--- src/rtl/tsf_pkg.sv ---
package tsf_pkg;

    typedef enum logic [1:0] {
        ST_IDLE    = 2'd0,
        ST_COLLECT = 2'd1,
        ST_DRAIN   = 2'd2,
        ST_REPORT  = 2'd3
    } tsf_state_e;

    localparam int unsigned AXES = 2;

    // index into per-axis arrays
    localparam int unsigned AX_X = 0;
    localparam int unsigned AX_Y = 1;

    function automatic int unsigned mid_lo(input int unsigned batch);
        return batch / 2 - 1;
    endfunction

    function automatic int unsigned mid_hi(input int unsigned batch);
        return batch / 2;
    endfunction

endpackage

--- src/rtl/tsf_unpack.sv ---
module tsf_unpack #(
    parameter int unsigned WORD_W  = 32,
    parameter int unsigned COORD_W = 10,
    parameter int unsigned X_LSB   = 16,
    parameter int unsigned Y_LSB   = 0,
    parameter int unsigned PEN_BIT = 31
) (
    input  logic [WORD_W-1:0]  word_i,
    output logic [COORD_W-1:0] x_o,
    output logic [COORD_W-1:0] y_o,
    output logic               pen_up_o
);
    localparam logic [COORD_W-1:0] FULL = '1;

    logic unused_word;
    assign unused_word = ^word_i;

    // inverted axes
    assign x_o      = FULL - word_i[X_LSB +: COORD_W];
    assign y_o      = FULL - word_i[Y_LSB +: COORD_W];
    assign pen_up_o = word_i[PEN_BIT];

endmodule

--- src/rtl/tsf_avg.sv ---
module tsf_avg #(
    parameter int unsigned COORD_W = 10
) (
    input  logic [COORD_W-1:0] a_i,
    input  logic [COORD_W-1:0] b_i,
    output logic [COORD_W-1:0] avg_o
);
    localparam int unsigned SUM_W = COORD_W + 1;

    logic [SUM_W-1:0] sum;
    logic             unused_lsb;

    assign sum        = {1'b0, a_i} + {1'b0, b_i};
    assign avg_o      = sum[SUM_W-1:1];
    assign unused_lsb = sum[0];

endmodule

--- src/rtl/tsf_ctrl.sv ---
module tsf_ctrl
    import tsf_pkg::*;
#(
    parameter int unsigned BATCH = 4,
    parameter int unsigned CNT_W = $clog2(BATCH + 1)
) (
    input  logic             clk,
    input  logic             rst,
    input  logic             start_i,
    input  logic             overrun_i,
    input  logic             empty_i,
    input  logic             valid_i,
    output logic             ready_o,
    output logic             pop_o,
    output logic             collect_o,
    output logic             busy_o,
    output logic             report_o,
    output logic [CNT_W-1:0] count_o
);
    localparam logic [CNT_W-1:0] LAST = CNT_W'(BATCH - 1);

    tsf_state_e       state_q, state_d;
    logic [CNT_W-1:0] cnt_q;

    always_comb begin
        ready_o = 1'b0;
        if (!empty_i) begin
            if (state_q == ST_DRAIN) ready_o = 1'b1;
            if (state_q == ST_COLLECT && cnt_q < CNT_W'(BATCH)) ready_o = 1'b1;
        end
    end

    assign pop_o     = ready_o && valid_i;
    assign collect_o = (state_q == ST_COLLECT);
    assign busy_o    = (state_q != ST_IDLE);
    assign report_o  = (state_q == ST_REPORT);
    assign count_o   = cnt_q;

    always_comb begin
        state_d = state_q;
        unique case (state_q)
            ST_IDLE:    if (start_i) state_d = overrun_i ? ST_DRAIN : ST_COLLECT;
            ST_COLLECT: begin
                if (pop_o && cnt_q == LAST) state_d = ST_REPORT;
                else if (empty_i)          state_d = ST_REPORT;
            end
            ST_DRAIN:   if (empty_i) state_d = ST_IDLE;
            ST_REPORT:  state_d = ST_IDLE;
            default:    state_d = ST_IDLE;
        endcase
    end

    always_ff @(posedge clk) begin
        if (rst) begin
            state_q <= ST_IDLE;
            cnt_q   <= '0;
        end else begin
            state_q <= state_d;
            if (state_q == ST_IDLE && start_i) cnt_q <= '0;
            else if (pop_o && state_q == ST_COLLECT) cnt_q <= cnt_q + 1'b1;
        end
    end


    ready_needs_data_chk: assert property (@(posedge clk) disable iff (rst)
        ready_o |-> !empty_i);


    batch_limit_chk: assert property (@(posedge clk) disable iff (rst)
        count_o <= CNT_W'(BATCH));


    drain_exit_chk: assert property (@(posedge clk) disable iff (rst)
        (state_q == ST_DRAIN && empty_i) |=> (state_q == ST_IDLE));

endmodule

--- src/rtl/touch_batch_filter.sv ---
module touch_batch_filter
    import tsf_pkg::*;
#(
    parameter int unsigned WORD_W  = 32,
    parameter int unsigned COORD_W = 10,
    parameter int unsigned X_LSB   = 16,
    parameter int unsigned Y_LSB   = 0,
    parameter int unsigned PEN_BIT = 31,
    parameter int unsigned BATCH   = 4
) (
    input  logic               clk,
    input  logic               rst,
    input  logic               start_i,
    input  logic               fifo_empty_i,
    input  logic               fifo_overrun_i,
    input  logic               smp_valid_i,
    input  logic [WORD_W-1:0]  smp_data_i,
    output logic               smp_ready_o,
    output logic               busy_o,
    output logic               rpt_valid_o,
    output logic [COORD_W-1:0] rpt_x_o,
    output logic [COORD_W-1:0] rpt_y_o,
    output logic               rpt_touch_o
);
    localparam int unsigned CNT_W  = $clog2(BATCH + 1);
    localparam int unsigned IDX_LO = mid_lo(BATCH);
    localparam int unsigned IDX_HI = mid_hi(BATCH);
    localparam int unsigned NSLOT  = 2;

    logic             pop, collect, report;
    logic [CNT_W-1:0] count;

    tsf_ctrl #(.BATCH(BATCH), .CNT_W(CNT_W)) u_ctrl (
        .clk       (clk),
        .rst       (rst),
        .start_i   (start_i),
        .overrun_i (fifo_overrun_i),
        .empty_i   (fifo_empty_i),
        .valid_i   (smp_valid_i),
        .ready_o   (smp_ready_o),
        .pop_o     (pop),
        .collect_o (collect),
        .busy_o    (busy_o),
        .report_o  (report),
        .count_o   (count)
    );

    logic [COORD_W-1:0] cur [AXES];
    logic               cur_pen;

    tsf_unpack #(
        .WORD_W (WORD_W), .COORD_W(COORD_W),
        .X_LSB  (X_LSB),  .Y_LSB  (Y_LSB), .PEN_BIT(PEN_BIT)
    ) u_unpack (
        .word_i   (smp_data_i),
        .x_o      (cur[AX_X]),
        .y_o      (cur[AX_Y]),
        .pen_up_o (cur_pen)
    );

    // two capture slots (middle samples), each with both axes
    logic [COORD_W-1:0] slot_q [NSLOT][AXES];
    logic [COORD_W-1:0] avg    [AXES];
    logic               last_pen_q;

    for (genvar s = 0; s < NSLOT; s++) begin : g_slot
        localparam logic [CNT_W-1:0] SLOT_IDX = CNT_W'((s == 0) ? IDX_LO : IDX_HI);
        always_ff @(posedge clk) begin
            if (rst) begin
                slot_q[s][AX_X] <= '0;
                slot_q[s][AX_Y] <= '0;
            end else if (pop && collect && count == SLOT_IDX) begin
                slot_q[s][AX_X] <= cur[AX_X];
                slot_q[s][AX_Y] <= cur[AX_Y];
            end
        end
    end

    for (genvar a = 0; a < AXES; a++) begin : g_axis
        tsf_avg #(.COORD_W(COORD_W)) u_avg (
            .a_i   (slot_q[0][a]),
            .b_i   (slot_q[1][a]),
            .avg_o (avg[a])
        );
    end

    always_ff @(posedge clk) begin
        if (rst)                 last_pen_q <= 1'b1;
        else if (pop && collect) last_pen_q <= cur_pen;
    end

    logic touch;
    assign touch       = (count == CNT_W'(BATCH)) && !last_pen_q;
    assign rpt_valid_o = report;
    assign rpt_touch_o = report && touch;
    assign rpt_x_o     = rpt_touch_o ? avg[AX_X] : '0;
    assign rpt_y_o     = rpt_touch_o ? avg[AX_Y] : '0;


    strobe_single_chk: assert property (@(posedge clk) disable iff (rst)
        rpt_valid_o |=> !rpt_valid_o);


    release_zero_chk: assert property (@(posedge clk) disable iff (rst)
        (rpt_valid_o && !rpt_touch_o) |-> (rpt_x_o == '0 && rpt_y_o == '0));


    ready_in_batch_chk: assert property (@(posedge clk) disable iff (rst)
        smp_ready_o |-> busy_o);


    busy_end_chk: assert property (@(posedge clk) disable iff (rst)
        $fell(busy_o) |-> ($past(rpt_valid_o) || $past(fifo_empty_i)));


    touch_in_strobe_chk: assert property (@(posedge clk) disable iff (rst)
        rpt_touch_o |-> rpt_valid_o);


    start_busy_chk: assert property (@(posedge clk) disable iff (rst)
        (busy_o && !rpt_valid_o && !$past(rst) && start_i) |=> busy_o);

endmodule

--- config.mk ---
export PLATFORM = sky130hd
export DESIGN_NAME = touch_batch_filter
export DESIGN_NICKNAME = d
export VERILOG_FILES = /design/src/rtl/tsf_pkg.sv /design/src/rtl/tsf_unpack.sv /design/src/rtl/tsf_avg.sv /design/src/rtl/tsf_ctrl.sv /design/src/rtl/touch_batch_filter.sv
export SDC_FILE = /design/constraint.sdc
export NUM_CORES = 1
export LEC_CHECK = 0
export BUFFER_PORTS_ARGS = -buffer_cell sky130_fd_sc_hd__buf_2
export CORE_MARGIN = 2
export CORE_UTILIZATION = 50
export CTS_CLUSTER_SIZE = 30
export DETAILED_ROUTE_END_ITERATION = 12
export GPL_ROUTABILITY_DRIVEN = 0
export PLACE_DENSITY_LB_ADDON = 0.12
export SLEW_MARGIN = 20
export SYNTH_ARGS = -nofsm -noshare
export SYNTH_HDL_FRONTEND = slang
export SYNTH_SLANG_ARGS = --single-unit
--- constraint.sdc ---
create_clock -name clk -period 2 [get_ports clk]
set_input_delay 0.1 -clock clk [delete_from_list [all_inputs] [get_ports clk]]
set_output_delay 0.1 -clock clk [all_outputs]
set_load 0.03 [all_outputs]
==> results.cfg <==
[status]
status = finished with violations
failed_checks = negative setup slack

[clock_tree]
cts.sinks = 46
cts_tree = done
clockBufferDepth = 2
htree_levels = 2
path_clk_slew_ns = 0.08
clk-insertion-delay-late_ns = 0.30
hold_buffers = 0
cts.root.buffer_cell = clkbuf_8
numCtsBuffers = 5

[global_routing]
grt_max_degree = 21
grt_usage_pct = 20.3
antenna_found_initial = 0
first_global_vias = 2101
grt_pass1_wl_um = 9540
overflow = 0

[critical_path]
cp_slowest_cell = edfxtp_1
r2r.worst_path.cells = 5
critPathArrivalTime_ns = 2.07
crit_chain = and2_4 -> fa_2 -> and3_4 -> o21ai_2 -> a21oi_2 -> a211oi_2 -> nor2_1 -> buf_4
crit_family = simple AND/OR/NAND/NOR gates
required_ns = 1.90
cp-end-kind = output pin
path_depth = 8
path_class = reg -> out
crit_path_max_fanout = 2
critPathLaunchType = register
path_buf_inv = 1
slowest_delay_ns = 0.39

[sta]
report.final.slew_viol_count = 0
worst_slack_ns = -0.173
tns_ns = -1.32
max_freq_ghz = 0.460
rsz0062_at_grt = yes
worstMarginPinSlew_ns = 0.436
slew_headroom_pct = 70.8
hold_viol = 0
timing.hold.ws_ns = 0.00693
finalSetupViolCount = 14
min_period_ns = 2.17
period_share_pct = 109
final.setup_skew_ns = 0.00949

[min_path]
hold_class = in -> reg
hold_depth = 2

[run]
max_cap_violations = 0

[synth]
ys_seq_area_share_pct = 48.9
syn_area_sq_um = 2700
yosys_warnings = 0
syn_area_per_cell_sq_um = 10.8
yosysTopAreaCellShare_pct = 44.5
synth_cell_types = 39
synth_top_cell_by_area = edfxtp_1
netlist_instances = 250
synth-seq-cells = 46
synth_area_leaders = edfxtp_1 (44%), ha_1 (11%), nor2_1 (5.8%), nor2_2 (4.6%), dfxtp_1 (4.4%)
synth_nets = 313

[power_and_ir_drop]
p_per_area_nw_per_um2 = 568
p_leak_nw = 1.52
ir_drop_mv = 0.376

[final_layout]
drive_above_1_share_pct = 47.6
diodes = 0
layout.nets = 381
syn2layout_area_growth_pct = 36.4
final_cell_mix = nor2_1 (40), edfxtp_1 (40), buf_2 (35), buf_4 (26), nor2_2 (22)
n_fill_cell = 360

[floorplanning]
rows = 26
chipWidth_um = 77.5
fp.coreArea_sq_um = 5170
initial_core_util_pct = 52.2
num_io_pins = 62
die_h_um = 77.5
fp.dieArea_sq_um = 6000

[routing]
antenna_left = 0
wl_per_cell_um = 15.7
viasPerCell = 5.34
dr_total_vias = 2077
wl_um = 6100
drt_first_pass_iters = 4
post-route-drc-count = 0
drt_iter0_drc = 131

[placed_design]
hpwl_um = 3640
place.port_buffers = 50
-- sequential cells by signal (all words and copies together) (netlist names) --
name            count
last_pen_q          1
u_ctrl.count_o      3
slot_q             40
u_ctrl.state_q      2
-- worst paths after layout --
kind,slack (ns),end,from
worst min register to register,0.54,u_ctrl.state_q[0],u_ctrl.state_q[1]
worst max register to register,0.26,slot_q[1][9],u_ctrl.state_q[1]
worst min-delay path,0.007,last_pen_q,smp_data_i[31]
worst max-delay path,-0.17,rpt_x_o[9],slot_q[1][10]
-- power by group --
part           internal, mW  switching, mW  leakage (nW)
sequential             1.07         0.0244         0.462
combinational         0.153          0.166          1.00
clock                 0.374          0.303        0.0524
-- layout make-up --
type,instances,area (sq um),area share (%)
multi-input cells,188,1680,45.5
flip-flops and latches,46,1320,35.9
repair buffers,67,455,12.4
well taps,70,87.6,2.38
clock buffers,7,76.3,2.07
inverters,10,37.5,1.02
clock inverters,1,30.0,0.815
-- synth_stat cells, drive strengths merged --
| library cell | instances |
|---|---|
| inv | 10 |
| o21ba | 1 |
| and4b | 1 |
| and3 | 3 |
| and2 | 5 |
| a21o | 7 |
| nand2 | 10 |
| nor3 | 8 |
| buf | 5 |
| or3 | 1 |
| o2bb2ai | 1 |
| edfxtp | 40 |
| nor2 | 62 |
| a21oi | 14 |
| a221oi | 1 |
| and2b | 1 |
| nand2b | 3 |
| nand3 | 5 |
| xor2 | 7 |
| a31oi | 3 |
| mux2i | 3 |
| nand4b | 1 |
| clkbuf | 1 |
| nor4 | 1 |
| ha | 23 |
| a211o | 1 |
| o21ai | 8 |
| dfxtp | 6 |
| a211oi | 5 |
| fa | 2 |
| xnor2 | 7 |
| nor2b | 1 |
| o21a | 2 |
| o22a | 1 |
-- metal layers --
layer / vias to the layer above / GRT usage, % / part of all wire (%)
li1: 1022 / - / -
met1: 987 / 23.9 / 43
met2: 59 / 36.5 / 51
met3: 9 / 3.49 / 3.7
met4: 0 / 8.57 / 1.6
met5: - / 0 / 0
-- kinds of logic after synthesis --
group                      count (synthesis)  synth area share [%]
and+or+nand+nor                          102                  19.3
DFF                                       46                  48.9
AOI/OAI and AO/OA                         44                  10.5
adders and majority gates                 25                  12.1
buffers and inverters                     16                  3.48
xor gates and xnor gates                  14                  4.54
muxes                                      3                  1.11
-- repair_timing --
item                                    in CTS  in global routing
endpoints found under the setup margin      14                 16
gates resized for setup                     60                 29
pin swaps                                   27                 17
setup buffers                                9                  1
-- per-stage QoR --
step	total power, mW	setup slack [ns]	cells	utilization, %	cell area, sq um
final	2.09	-0.173	389	71.2	3680
after detailed placement	1.33	-0.0456	371	59.2	3060
after floorplan	1.25	0.00514	250	-	2710
after CTS	2.05	-0.117	388	67.8	3510
after global placement	1.33	-0.0329	371	59.2	3060
after global routing	2.17	-0.287	389	71.2	3680
Note: power is estimated with default switching activity, not from simulation.
